### src/rtl/accel_pkg.sv
package accel_pkg;
  localparam int DATA_W = 16;
  localparam int FRAC_W = 8;
  localparam int PROD_W = 2 * DATA_W;

  typedef struct packed {
    logic signed [DATA_W-1:0] val;
    logic                     sat;
  } scaled_t;

  // Fixed-point scale with saturation to the signed data range.
  function automatic scaled_t scale_sat(input logic signed [DATA_W-1:0] d,
                                        input logic signed [DATA_W-1:0] g);
    logic signed [PROD_W-1:0] p;
    logic signed [PROD_W-1:0] s;
    logic signed [PROD_W-1:0] hi;
    logic signed [PROD_W-1:0] lo;
    scaled_t r;
    p  = PROD_W'(d) * PROD_W'(g);
    s  = p >>> FRAC_W;
    hi = PROD_W'((1 << (DATA_W-1)) - 1);
    lo = -hi - 1;
    if (s > hi) begin
      r.val = hi[DATA_W-1:0];
      r.sat = 1'b1;
    end else if (s < lo) begin
      r.val = lo[DATA_W-1:0];
      r.sat = 1'b1;
    end else begin
      r.val = s[DATA_W-1:0];
      r.sat = 1'b0;
    end
    return r;
  endfunction
endpackage

### src/rtl/accel_src.sv
module accel_src #(
  parameter int CNT_W = 5
) (
  input  logic             clk,
  input  logic             rst_n,
  input  logic             start,
  input  logic             busy,
  input  logic [CNT_W-1:0] run_len,
  output logic             out_valid,
  input  logic             out_ready,
  output logic [CNT_W-1:0] rd_idx
);
  always_ff @(posedge clk or negedge rst_n) begin
    if (!rst_n) rd_idx <= '0;
    else if (start) rd_idx <= '0;
    else if (out_valid && out_ready) rd_idx <= rd_idx + 1'b1;
  end

  assign out_valid = busy && (rd_idx < run_len);
endmodule

### src/rtl/accel_gain.sv
module accel_gain
  import accel_pkg::*;
(
  input  logic                     clk,
  input  logic                     rst_n,
  input  logic                     in_valid,
  output logic                     in_ready,
  input  logic signed [DATA_W-1:0] in_data,
  input  logic signed [DATA_W-1:0] gain,
  output logic                     out_valid,
  input  logic                     out_ready,
  output logic signed [DATA_W-1:0] out_data,
  output logic                     sat_hit
);
  scaled_t res;
  logic    accept;

  assign res      = scale_sat(in_data, gain);
  assign in_ready = !out_valid || out_ready;
  assign accept   = in_valid && in_ready;
  assign sat_hit  = accept && res.sat;

  always_ff @(posedge clk or negedge rst_n) begin
    if (!rst_n) begin
      out_valid <= 1'b0;
      out_data  <= '0;
    end else if (accept) begin
      out_valid <= 1'b1;
      out_data  <= res.val;
    end else if (out_ready) begin
      out_valid <= 1'b0;
    end
  end
endmodule

### src/rtl/accel_sink.sv
module accel_sink #(
  parameter int CNT_W = 5
) (
  input  logic             clk,
  input  logic             rst_n,
  input  logic             start,
  input  logic [CNT_W-1:0] run_len,
  input  logic             in_valid,
  output logic             in_ready,
  output logic             wr_en,
  output logic [CNT_W-1:0] wr_cnt,
  output logic             last_wr
);
  assign in_ready = 1'b1;
  assign wr_en    = in_valid;
  assign last_wr  = wr_en && (wr_cnt == run_len - 1'b1);

  always_ff @(posedge clk or negedge rst_n) begin
    if (!rst_n) wr_cnt <= '0;
    else if (start) wr_cnt <= '0;
    else if (wr_en) wr_cnt <= wr_cnt + 1'b1;
  end
endmodule

### src/rtl/accel_shell.sv
module accel_shell
  import accel_pkg::*;
#(
  parameter int DEPTH  = 16,
  parameter int ADDR_W = 12,
  parameter int BUS_W  = 32,
  parameter int LEN_W  = 16
) (
  input  logic              clk,
  input  logic              rst_n,
  input  logic              bus_wr,
  input  logic              bus_rd,
  input  logic [ADDR_W-1:0] bus_addr,
  input  logic [BUS_W-1:0]  bus_wdata,
  output logic [BUS_W-1:0]  bus_rdata
);
  localparam int IDX_W = $clog2(DEPTH);
  localparam int CNT_W = $clog2(DEPTH + 1);
  localparam logic [1:0] RG_REG = 2'd0;
  localparam logic [1:0] RG_IN  = 2'd1;
  localparam logic [1:0] RG_OUT = 2'd2;
  localparam logic [2:0] A_CTRL = 3'd0;
  localparam logic [2:0] A_STAT = 3'd1;
  localparam logic [2:0] A_LEN  = 3'd2;
  localparam logic [2:0] A_GAIN = 3'd3;
  localparam logic [2:0] A_EVT  = 3'd4;
  localparam logic signed [DATA_W-1:0] UNITY = DATA_W'(1 << FRAC_W);

  logic signed [DATA_W-1:0] in_mem  [DEPTH];
  logic signed [DATA_W-1:0] out_mem [DEPTH];

  logic [1:0]        region;
  logic [2:0]        reg_sel;
  logic [IDX_W-1:0]  word_idx;
  logic              reg_wr;
  logic              ctrl_go;
  logic              start;
  logic [CNT_W-1:0]  len_clamp;

  logic [LEN_W-1:0]         len_q;
  logic signed [DATA_W-1:0] gain_q;
  logic signed [DATA_W-1:0] run_gain;
  logic [CNT_W-1:0]         run_len;
  logic                     busy;
  logic                     done;
  logic [1:0]               ev;
  logic [1:0]               ev_clr;

  logic             src_valid, src_ready;
  logic [CNT_W-1:0] rd_idx;
  logic             g_valid, g_ready, sat_hit;
  logic signed [DATA_W-1:0] g_data;
  logic             out_wr, last_wr;
  logic [CNT_W-1:0] wr_cnt;

  assign region    = bus_addr[ADDR_W-1:ADDR_W-2];
  assign reg_sel   = bus_addr[4:2];
  assign word_idx  = bus_addr[IDX_W+1:2];
  assign reg_wr    = bus_wr && (region == RG_REG);
  assign ctrl_go   = reg_wr && (reg_sel == A_CTRL) && bus_wdata[0];
  assign start     = ctrl_go && !busy;
  assign len_clamp = (len_q > LEN_W'(DEPTH)) ? CNT_W'(DEPTH) : len_q[CNT_W-1:0];
  assign ev_clr    = (reg_wr && (reg_sel == A_EVT)) ? bus_wdata[1:0] : 2'b00;

  always_ff @(posedge clk or negedge rst_n) begin
    if (!rst_n) begin
      len_q    <= '0;
      gain_q   <= UNITY;
      run_gain <= UNITY;
      run_len  <= '0;
      busy     <= 1'b0;
      done     <= 1'b0;
      ev       <= '0;
    end else begin
      if (reg_wr && reg_sel == A_LEN)  len_q  <= bus_wdata[LEN_W-1:0];
      if (reg_wr && reg_sel == A_GAIN) gain_q <= bus_wdata[DATA_W-1:0];
      if (start) begin
        run_gain <= gain_q;
        run_len  <= len_clamp;
        busy     <= (len_clamp != '0);
        done     <= (len_clamp == '0);
      end else if (last_wr) begin
        busy <= 1'b0;
        done <= 1'b1;
      end
      // set wins over a clear in the same cycle
      ev[0] <= sat_hit || (ev[0] && !ev_clr[0]);
      ev[1] <= (start && len_clamp == '0) || (ev[1] && !ev_clr[1]);
    end
  end

  always_ff @(posedge clk) begin
    if (bus_wr && region == RG_IN) in_mem[word_idx] <= bus_wdata[DATA_W-1:0];
    if (out_wr) out_mem[wr_cnt[IDX_W-1:0]] <= g_data;
  end

  always_ff @(posedge clk or negedge rst_n) begin
    if (!rst_n) bus_rdata <= '0;
    else if (bus_rd) begin
      unique case (region)
        RG_IN:   bus_rdata <= BUS_W'(in_mem[word_idx]);
        RG_OUT:  bus_rdata <= BUS_W'(out_mem[word_idx]);
        RG_REG: begin
          case (reg_sel)
            A_STAT:  bus_rdata <= BUS_W'({done, busy});
            A_LEN:   bus_rdata <= BUS_W'(len_q);
            A_GAIN:  bus_rdata <= BUS_W'(gain_q);
            A_EVT:   bus_rdata <= BUS_W'(ev);
            default: bus_rdata <= '0;
          endcase
        end
        default: bus_rdata <= '0;
      endcase
    end
  end

  accel_src #(.CNT_W(CNT_W)) u_src (
    .clk(clk), .rst_n(rst_n), .start(start), .busy(busy), .run_len(run_len),
    .out_valid(src_valid), .out_ready(src_ready), .rd_idx(rd_idx)
  );

  accel_gain u_gain (
    .clk(clk), .rst_n(rst_n), .in_valid(src_valid), .in_ready(src_ready),
    .in_data(in_mem[rd_idx[IDX_W-1:0]]), .gain(run_gain),
    .out_valid(g_valid), .out_ready(g_ready), .out_data(g_data), .sat_hit(sat_hit)
  );

  accel_sink #(.CNT_W(CNT_W)) u_sink (
    .clk(clk), .rst_n(rst_n), .start(start), .run_len(run_len),
    .in_valid(g_valid), .in_ready(g_ready), .wr_en(out_wr),
    .wr_cnt(wr_cnt), .last_wr(last_wr)
  );
endmodule

### config.mk
export PLATFORM = sky130hd
export DESIGN_NAME = accel_shell
export DESIGN_NICKNAME = d
export VERILOG_FILES = /design/src/rtl/accel_pkg.sv /design/src/rtl/accel_src.sv /design/src/rtl/accel_gain.sv /design/src/rtl/accel_sink.sv /design/src/rtl/accel_shell.sv
export SDC_FILE = /design/constraint.sdc
export NUM_CORES = 1
export LEC_CHECK = 0
export BUFFER_PORTS_ARGS = -buffer_cell sky130_fd_sc_hd__buf_2
export CAP_MARGIN = 20
export CORE_ASPECT_RATIO = 1.2
export CORE_MARGIN = 2
export CORE_UTILIZATION = 60
export CTS_BUF_LIST = sky130_fd_sc_hd__clkbuf_16
export CTS_CLUSTER_DIAMETER = 150
export DETAILED_ROUTE_END_ITERATION = 8
export GPL_ROUTABILITY_DRIVEN = 0
export GPL_TIMING_DRIVEN = 1
export PLACE_DENSITY = 0.77
export SLEW_MARGIN = 20
export SYNTH_ARGS = -nofsm -noshare
export SYNTH_HDL_FRONTEND = slang
export SYNTH_SLANG_ARGS = --single-unit
### constraint.sdc
create_clock -name clk -period 11.4 [get_ports clk]
set_input_delay 0.57 -clock clk [delete_from_list [all_inputs] [get_ports clk]]
set_output_delay 0.57 -clock clk [all_outputs]
set_load 0.005 [all_outputs]
==> results.py <==
metrics = {
    "timing": {
        "slew_viol_final": 0,
        "finalSetupViolations": 0,
        "slew-limit-headroom_pct": 29.81,
        "setup_tns_ns": 0,
        "min_period_over_period_pct": 87.41,
        "tightest_slew_ns": 1.047,
        "final_hold_viol_count": 0,
        "fmax_ghz": 0.1004,
        "grt_setup_unrepaired": "no",
        "period_needed_ns": 9.964,
        "fin_skew_ns": 0.02265,
    },
    "clock_tree": {
        "cts_buffer_depth": 3,
        "cts_buffers": 57,
        "cts_tree": "yes",
        "clk_root_buffer_cell": "clkbuf_16",
        "ctsResizeCount": 0,
        "clk_pin_slew_ns": 0.06,
        "clk_latency_ns": 0.63,
        "numClockSinks": 613,
        "cts_max_level": 2,
    },
    "die": {
        "die-area_sq_um": 62780,
        "core_sq_um": 60450,
        "initial_utilization_pct": 60.34,
        "dieWidth_um": 229.1,
        "ios": 80,
        "chipHeight_um": 274.1,
        "num_rows": 99,
    },
    "cells_and_area": {
        "seq_area_sq_um": 17910,
        "drive_gt1_share_pct": 19.17,
        "fin_cells": 3394,
        "area_delta_synth_final_pct": 7.983,
        "multiInputGateArea_sq_um": 16790,
        "num-fill-cells": 4222,
        "nets": 2934,
    },
    "drt": {
        "drt_iter0_drc": 1972,
        "vias_per_cell": 6.483,
        "routedWlPerCell_um": 26.92,
        "ant_nets": 0,
        "first_pass_iters": 5,
        "drc_errors": 0,
        "wl_um": 91370,
        "vias": 22000,
    },
    "yosys": {
        "synth.distinct_cells": 74,
        "synth-seq-cells": 613,
        "synth_edf_count": 512,
        "syn_area_sq_um": 36470,
        "synth_flop_cell": "edfxtp_1",
        "syn_avg_cell_area_sq_um": 14.47,
        "seq_area_frac_synth_pct": 49.09,
        "synthCells": 2520,
        "synth_nets": 2918,
        "synth-async-reset-ratio_pct": 16.48,
        "yosys_warnings": 0,
    },
    "worst_setup_path": {
        "crit_fanout": 47,
        "cp_common_cell": "fa_1",
        "end_kind": "flip-flop",
        "slowest_delay_ns": 1.01,
        "cp.arrival_ns": 10.52,
        "cp.depth": 24,
        "path_cells": "buf_4, mux4_2, mux4_2, and2_1, fa_1, inv_1, fa_1, inv_1, fa_1, fa_1, fa_1, inv_1, fa_1, inv_1, ha_1, nand4_1, or3_1, a211o_1, a31oi_1, o21ai_0, and3_1, o21ai_0, a41o_1, o221a_1",
        "rr_worst_depth": 24,
        "cp.buffers_inverters": 5,
        "worstSetupPathType": "flip-flop to flip-flop",
        "path_delay_family": "adder cells",
        "cp-start-kind": "flip-flop",
        "slowest_stage": "dfrtp_4",
        "cp.required_ns": 11.96,
    },
    "pwr": {
        "p_leak_uw": 0.01464,
        "peakVddDrop_mv": 0.1161,
        "power-per-cell-area_nw_per_um2": 114.9,
    },
    "place": {
        "hpwl_um": 60220,
        "portBuffers": 57,
        "placed_cells": 3284,
    },
    "hold_path": {
        "hp-class": "input pin to flip-flop",
        "min_path_cells": 1,
    },
    "global_route": {
        "antenna_found_initial": 8,
        "grt.overflow.total": 0,
        "grt_use_total_pct": 29.90,
        "grt_pass1_vias": 23220,
        "grt_max_degree": 86,
        "grt_pass1_wl_um": 139000,
    },
    "run": {
        "maxCapViolations": 0,
    },
    "status": {
        "status": "completed",
    },
}
[worst reg2reg max path, cell delays in order (launching register included)]
cell	delay, ns
dfrtp_4	1.01
buf_4	0.66
mux4_2	0.61
mux4_2	0.78
and2_1	0.33
fa_1	0.53
inv_1	0.05
fa_1	0.54
inv_1	0.05
fa_1	0.50
fa_1	0.45
fa_1	0.49
inv_1	0.05
fa_1	0.49
inv_1	0.05
ha_1	0.38
nand4_1	0.18
or3_1	0.37
a211o_1	0.31
a31oi_1	0.17
o21ai_0	0.14
and3_1	0.22
o21ai_0	0.61
a41o_1	0.62
o221a_1	0.31
[layer usage]
metal | routed length (um) | global-route usage [%]
met5 | 57 | 0
met4 | 4549 | 14.27
met3 | 8819 | 5.470
met2 | 45520 | 50.31
met1 | 32430 | 38.08
[Yosys cell counts, types with 4 or more instances]
library cell | n | share of area, %
o21bai_1 | 6 | 0.12
clkbuf_1 | 96 | 0.99
nand2_1 | 218 | 2.2
mux2_2 | 33 | 1.0
o21a_1 | 18 | 0.37
nand3b_1 | 5 | 0.10
nand3_1 | 17 | 0.23
xnor2_1 | 28 | 0.67
o221a_1 | 15 | 0.46
inv_1 | 325 | 3.3
o221ai_1 | 15 | 0.36
a21oi_1 | 67 | 0.92
fa_1 | 261 | 14
a22oi_1 | 4 | 0.082
nor2b_1 | 8 | 0.14
buf_4 | 16 | 0.33
and2_1 | 115 | 2.0
nand4_1 | 15 | 0.26
buf_1 | 29 | 0.30
nand2b_1 | 10 | 0.17
xor2_1 | 14 | 0.34
a21o_1 | 11 | 0.23
dfrtp_1 | 99 | 6.8
ha_1 | 89 | 3.1
o21ai_0 | 38 | 0.52
nor2_1 | 90 | 0.93
nor4_1 | 5 | 0.086
mux4_2 | 232 | 14
edfxtp_1 | 512 | 42
buf_2 | 5 | 0.069
and3_1 | 4 | 0.069
mux2i_1 | 34 | 0.93
buf_6 | 4 | 0.12
a31oi_1 | 6 | 0.10
nor3_1 | 15 | 0.21
[state kept, by name, indices dropped and copies added (netlist names), 16 cells and up]
name             cells
run_gain            16
in_mem             256
len_q               16
u_gain.out_data     16
bus_rdata           17
out_mem            256
gain_q              16
[layout make-up]
cell class | instances | share of cell area [%]
Timing Repair Buffer | 107 | 1.731
Antenna cell | 4 | 0.02542
Tap cell | 808 | 2.567
Sequential cell | 613 | 45.47
Multi-Input combinational cell | 1431 | 42.63
Clock inverter | 47 | 0.7783
Inverter | 326 | 3.107
Clock buffer | 58 | 3.685
[per-stage QoR]
stage                     instance area [sq um]  total power [uW]  setup slack, ns  utilization (%)  hold slack (ns)
after global placement                    37590              2737            1.561            62.19           0.4615
after floorplan                           36470              2660            2.137                -           0.2744
after detailed placement                  37610              2745            1.488            62.21           0.4618
final                                     39380              4527            1.436            65.15           0.3541
after global routing                      39380              4633           0.9835            65.15           0.3546
after CTS                                 39370              4539            1.479            65.14           0.3341
[timing repair]
item,CTS,global route
endpoints found under the hold margin,38,0
buffers inserted,0,0
hold buffers,1,0
[kinds of logic after synthesis]
logic type,count (synthesis),synth area share (%)
muxes,299,16.28
DFF,613,49.09
AOI/OAI and AO/OA,220,4.209
xor gates and xnor gates,42,1.009
and+or+nand+nor,520,6.871
adders and majority gates,350,17.38
buffers and inverters,476,5.163
[cells in the final DEF, fill, tap and decap left out, drive strengths merged, types with 6 or more instances in the layout]
master  instances
edfxtp        512
inv           351
fa            261
mux4          232
nand2         218
and2          115
buf           106
dfrtp          99
nor2           90
ha             89
a21oi          67
clkbuf         58
o21ai          41
mux2i          34
mux2           33
xnor2          28
o21a           18
clkinv         18
nand3          17
o221ai         17
nor3           17
nand4          16
o221a          16
xor2           14
a21o           11
nand2b         10
nor2b           8
a31oi           8
o21bai          6
[where the power goes]
part / switching [uW] / internal (uW)
Clock: 816 / 1010
Sequential: 38.0 / 2450
Combinational: 122 / 94.9
Total: 976 / 3550
[worst paths after layout]
kind	start	to	slack, ns
worst max-delay path	u_src.rd_idx[0]	u_gain.out_data[6]	1.44
worst min-delay path	bus_wdata[5]	in_mem[8][5]	0.35
worst max register to register	u_src.rd_idx[0]	u_gain.out_data[6]	1.44
worst min register to register	gain_q[8]	run_gain[8]	0.48
max in group asynchronous	rst_n	u_src.rd_idx[0]	9.56
min in group asynchronous	rst_n	u_gain.out_data[10]	0.54
Note: power is estimated with default switching activity, not from simulation.
